$ cat config.mk
export PLATFORM = sky130hd
export DESIGN_NAME = vr_enable_seq
export DESIGN_NICKNAME = d
export VERILOG_FILES = /design/src/rtl/vr_enable_seq.sv
export SDC_FILE = /design/constraint.sdc
export NUM_CORES = 1
export LEC_CHECK = 0
export ABC_CLOCK_PERIOD_IN_PS = 3730
export CORE_AREA = 4 4 50 52
export DETAILED_ROUTE_END_ITERATION = 6
export DIE_AREA = 0 0 54 56
export PLACE_DENSITY = 0.61
export SYNTH_ARGS = -nofsm -noshare
export SYNTH_HDL_FRONTEND = slang
export SYNTH_SLANG_ARGS = --single-unit
$ cat constraint.sdc
create_clock -name clk -period 3.73 [get_ports clk]
set_input_delay 0.9325 -clock clk [delete_from_list [all_inputs] [get_ports clk]]
set_output_delay 0.9325 -clock clk [all_outputs]
set_load 0.005 [all_outputs]
$ cat src/rtl/vr_enable_seq.sv
module vr_enable_seq #(
  parameter int VID_W        = 6,
  parameter int SYNC_STAGES  = 2,
  parameter int NOLOAD_TICKS = 2
) (
  input  logic             clk,
  input  logic             rst_n,
  input  logic             por_ok,
  input  logic             en_cmp,
  input  logic             en_logic,
  input  logic [VID_W-1:0] vid,
  input  logic             ov_detect,
  input  logic             sw_tick,
  output logic             ss_start,
  output logic             pwm_hiz,
  output logic             ov_lvl_sd,
  output logic             ov_fault
);
  localparam int CW = $clog2(NOLOAD_TICKS + 1);

  typedef enum logic [1:0] {ST_OFF, ST_RUN, ST_WAIT} st_t;

  st_t             st;
  logic [CW-1:0]   tick_cnt;
  logic [VID_W-1:0] sync_q [SYNC_STAGES];
  logic            go_ok, no_load, wait_done;

  always_ff @(posedge clk or negedge rst_n) begin
    if (!rst_n) begin
      for (int i = 0; i < SYNC_STAGES; i++) sync_q[i] <= '1;
    end else begin
      sync_q[0] <= vid;
      for (int i = 1; i < SYNC_STAGES; i++) sync_q[i] <= sync_q[i-1];
    end
  end

  assign no_load   = &sync_q[SYNC_STAGES-1][VID_W-1:1];
  assign go_ok     = por_ok & en_cmp & en_logic & ~ov_fault;
  assign wait_done = sw_tick && (tick_cnt == CW'(NOLOAD_TICKS - 1));
  assign ss_start  = (st == ST_OFF) & go_ok & ~no_load;
  assign pwm_hiz   = (st == ST_OFF);

  always_ff @(posedge clk or negedge rst_n) begin
    if (!rst_n)                  ov_fault <= 1'b0;
    else if (!por_ok || !en_cmp) ov_fault <= 1'b0;
    else if (ov_detect)          ov_fault <= 1'b1;
  end

  always_ff @(posedge clk or negedge rst_n) begin
    if (!rst_n) begin
      st        <= ST_OFF;
      tick_cnt  <= '0;
      ov_lvl_sd <= 1'b0;
    end else begin
      case (st)
        ST_OFF: if (ss_start) begin
          st        <= ST_RUN;
          ov_lvl_sd <= 1'b0;
        end
        ST_RUN: if (!go_ok) st <= ST_OFF;
          else if (no_load) begin
            st       <= ST_WAIT;
            tick_cnt <= '0;
          end
        ST_WAIT: if (!go_ok) st <= ST_OFF;
          else if (!no_load) st <= ST_RUN;
          else if (wait_done) begin
            st        <= ST_OFF;
            ov_lvl_sd <= 1'b1;
          end else if (sw_tick) tick_cnt <= tick_cnt + 1'b1;
        default: st <= ST_OFF;
      endcase
    end
  end
endmodule


### Yosys cells after proc, flatten, opt, wreduce, memory -nomap -nowiden

Index checks and enable logic that the tools add are counted.

* shift operators: 0
* multiplexer cells: 21
* bitwise gates (word level): 7
* reductions and logical operators: 12
* divide/modulo/power cells: 0
* equal/unequal tests: 13
* add/subtract/negate cells: 1
* $mul: 0
* $lt $le $gt $ge: 0

Operators with widths (count)
* $mux 2: 12
* $ne 2x2->1 const B: 8
* $reduce_and 5->1: 2
* $reduce_and 7->1: 1
* $mux 1: 6
* $pmux 2 s3: 1
* $reduce_bool 2->1: 3
* $and 1x1->1: 5
* $eq 2x1->1 const B: 2
* $ne 4x4->1 const B: 1
* $pmux 2 s2: 1
* $ne 3x3->1 const B: 1
* $reduce_and 3->1: 1
* $add 2x1->2 const B: 1
* $eq 2x2->1 const B: 1
* $logic_not 1->1: 2
* $logic_not 2->1: 1
* $not 1->1: 2
* $pmux 1 s2: 1
* $logic_and 1x1->1: 1
* $logic_or 1x1->1: 1

* memory bits (read-only): 0
* output and inout bits: 4
* bits in latches: 0
* memories kept: 0
* word-level logic and storage cells: 60
* bits of input ports: 13
* flip-flop bits (word level): 18
* memory bits (writable): 0

### Logic depth before layout (Yosys ltp)

* word-level depth: 7
* depth in mapped cells: 5
* gate-level depth less buffers: 5

### Worst setup path after synthesis

OpenSTA, ideal clock, no wires.

* path kind: in2out
* start point: input port en_cmp
* end point: output port ss_start
* buffers on the path: 0
* data required time: 2.798 ns
* arrival: 1.368 ns
* path slack: 1.429 ns
* cell stages on the path: 2
* cells stage by stage: and4b_1 and3_1

* word-level cells in the longest chain between the ends: 5

RTL lines
* from (decl): line 9 `input logic en_cmp,`
* $and 1x1->1 (3 in a row): line 38 `assign go_ok = por_ok & en_cmp & en_logic & ~ov_fault;`
* $and 1x1->1 (2 in a row): line 40 `assign ss_start = (st == ST_OFF) & go_ok & ~no_load;`
* to (decl): line 14 `output logic ss_start,`

Every way passes these cells.

### Worst setup path after layout

Same ends and word-level chain as after synthesis.

==> results.toml <==
[timing]
finalHoldViolCount = 0
finalCritPeriodShare_pct = 89.8
fin_worst_skew_ps = 1.61
max_slew_margin_pct = 53.6
finalSetupTns_ps = 0
setup_ws_ps = 380
setup_viol = 0
max_freq_ghz = 0.298
post-route-min-period_ps = 3350
final_max_slew_viol_count = 0
worst_pin_slew_ps = 694
rsz0062_at_grt = "no"

[global_routing]
global_route.usage.total_pct = 8.04
grt_pass1_wl_um = 1670
grt_use_met3_pct = 3.22
overflow = 0
grt.met1_usage_pct = 8.70
grt_pass1_vias = 397
top_usage_layer = "met2"
grt_use_met2_pct = 11.9
antenna_found_initial = 0
grt_max_degree = 17

[pwr]
leakagePower_nw = 0.353
power_mw = 0.329
vdd_drop_max_mv = 0.192
power_density_nw_per_um2 = 399

[clock_network]
post_cts_resize_count = 0
tritoncts = "built"
clock_sinks = 16
post_cts_buffers = 0
cts_buffer_depth = 2
cts_made_buffers = 3
h-tree-depth = 1
holdBufCountCts = 0
clkSlewWorstSetupHoldPaths_ps = 90
clkLatencyLatePin_ps = 290
root_buffer = "clkbuf_4"

[floorplanning]
std_cell_rows = 17
core-area_um2 = 2110
dieArea_um2 = 3020
initial_core_util_pct = 28.6
die_h_um = 56
die_w_um = 54
num_io_pins = 17

[setup_path]
required_ps = 2800
worstSetupStartpointType = "primary input"
critPathMaxFanout = 6
end_kind = "output port"
worstPathArrival_ps = 2420
criticalPathCategory = "in2out"

[logic_synthesis]
syn-mean-instance-area_um2 = 14.4
async_flop_share_pct = 100
synth-seq-cells = 16
syn_nets = 56
synth.distinct_cells = 23
ys.flop_type = "dfstp_2"
syn_inst = 42
ys_seq_area_share_pct = 68.5
synth_edf_count = 0
yosys_warnings = 0
syn_area_um2 = 603

[cells_and_area]
final_core_util_pct = 39.2
nets = 76
multiInputGateArea_um2 = 186
fin_cells = 89
nFillCells = 198
seq_area_um2 = 413
layout-drive-gt1-share_pct = 26.2
area_delta_synth_final_pct = 36.7
n_antenna_cell = 0

[routing]
routedWlPerCell_um = 11.9
drt_iter0_drc = 7
num_vias = 401
finalWirelength_um = 1060
viasPerCell = 4.51
dr.pass1.iters = 4
drc_errors = 0
ant_nets = 0

[placed_design]
placed_cells = 85
post-place-ws_ps = 372
numPortBuffers = 15
gp_congestion = 0.841
hpwl_um = 770

[run_status]
status = "completed"

[run]
maxCapViolations = 0

[min_path]
hold_path_class = "reg2reg"
## cell type report
class                           instances  share of cell area, %
Clock buffer                            4                   4.40
Inverter                                1                  0.455
Sequential cell                        16                   50.1
Multi-Input combinational cell         25                   22.6
Tap cell                               28                   4.25
Timing Repair Buffer                   15                   18.2
## per-stage QoR
step           hold slack (ps)  cell area (µm²)
2_1_floorplan              345              603
3_3_place_gp               346              788
3_5_place_dp               347              788
4_1_cts                    362              825
5_1_grt                    365              825
6_report                   360              825
## layout by cell type, fill, tap and decap left out
cell type / count
a21oi_1: 1
and2b_1: 1
and2b_2: 1
and3_1: 2
and4_1: 1
and4b_1: 1
and4bb_4: 1
clkbuf_4: 3
clkbuf_8: 1
clkdlybuf4s50_1: 15
dfrtp_1: 6
dfstp_2: 10
ha_1: 1
inv_1: 1
mux2i_1: 1
nand2_1: 4
nand3_1: 1
nand4_1: 2
nand4b_1: 1
nor2_1: 1
nor3_1: 1
o2111a_1: 1
o211a_1: 1
o211ai_1: 1
o31ai_1: 1
o32ai_1: 1
## flip-flops by register name, indices dropped and copies added, names as in the netlist
| signal | cells |
|---|---|
| ov_lvl_sd | 1 |
| ov_fault | 1 |
| sync_q | 10 |
| tick_cnt | 2 |
| st | 2 |
## worst max-delay path, stage by stage
cell	delay (ps)
clkdlybuf4s50_1	490
and4b_1	320
and3_1	190
clkdlybuf4s50_1	500
## cells by family after synthesis
| logic type | share of synthesized area, % |
|---|---|
| flops | 68.5 |
| simple gates | 18.9 |
| buf+inv | 0.622 |
| compound gates | 8.30 |
| fa+ha+maj | 2.07 |
| mux | 1.66 |
## path summary, 6_finish.rpt
check                           slack, ps                       to  cells past startpoint                     from
min in group asynchronous            1050     ov_fault$_DFFE_PN0P_                      1                    rst_n
worst max-delay path                  380                 ss_start                      4                   en_cmp
worst max register to register       2330  tick_cnt[1]$_DFFE_PN0P_                      4  tick_cnt[0]$_DFFE_PN0P_
worst min-delay path                  360      sync_q[2]$_DFF_PN1_                      0      sync_q[8]$_DFF_PN1_
worst min register to register        360      sync_q[2]$_DFF_PN1_                      0      sync_q[8]$_DFF_PN1_
max in group asynchronous            2240  tick_cnt[1]$_DFFE_PN0P_                      1                    rst_n
## report_power, final
group          total, mW  leakage [nW]  internal, mW  switching, mW
Combinational     0.0250         0.149        0.0161        0.00888
Clock              0.116        0.0210        0.0595         0.0563
Sequential         0.189         0.183         0.185        0.00353
Total              0.329         0.353         0.261         0.0687
## routing by layer
layer,up-vias,wire length [µm]
met4,0,29
met2,11,530
met3,4,61
met5,-,0
li1,196,-
met1,190,434
## synthesized netlist by cell type, types with 2 or more instances
library cell	instances	share of area [%]
nand4_1	2	2.1
dfrtp_1	6	25
dfstp_2	10	44
nand2_1	4	2.5
and3_1	2	2.1
Power figures use the tool's default switching activity.
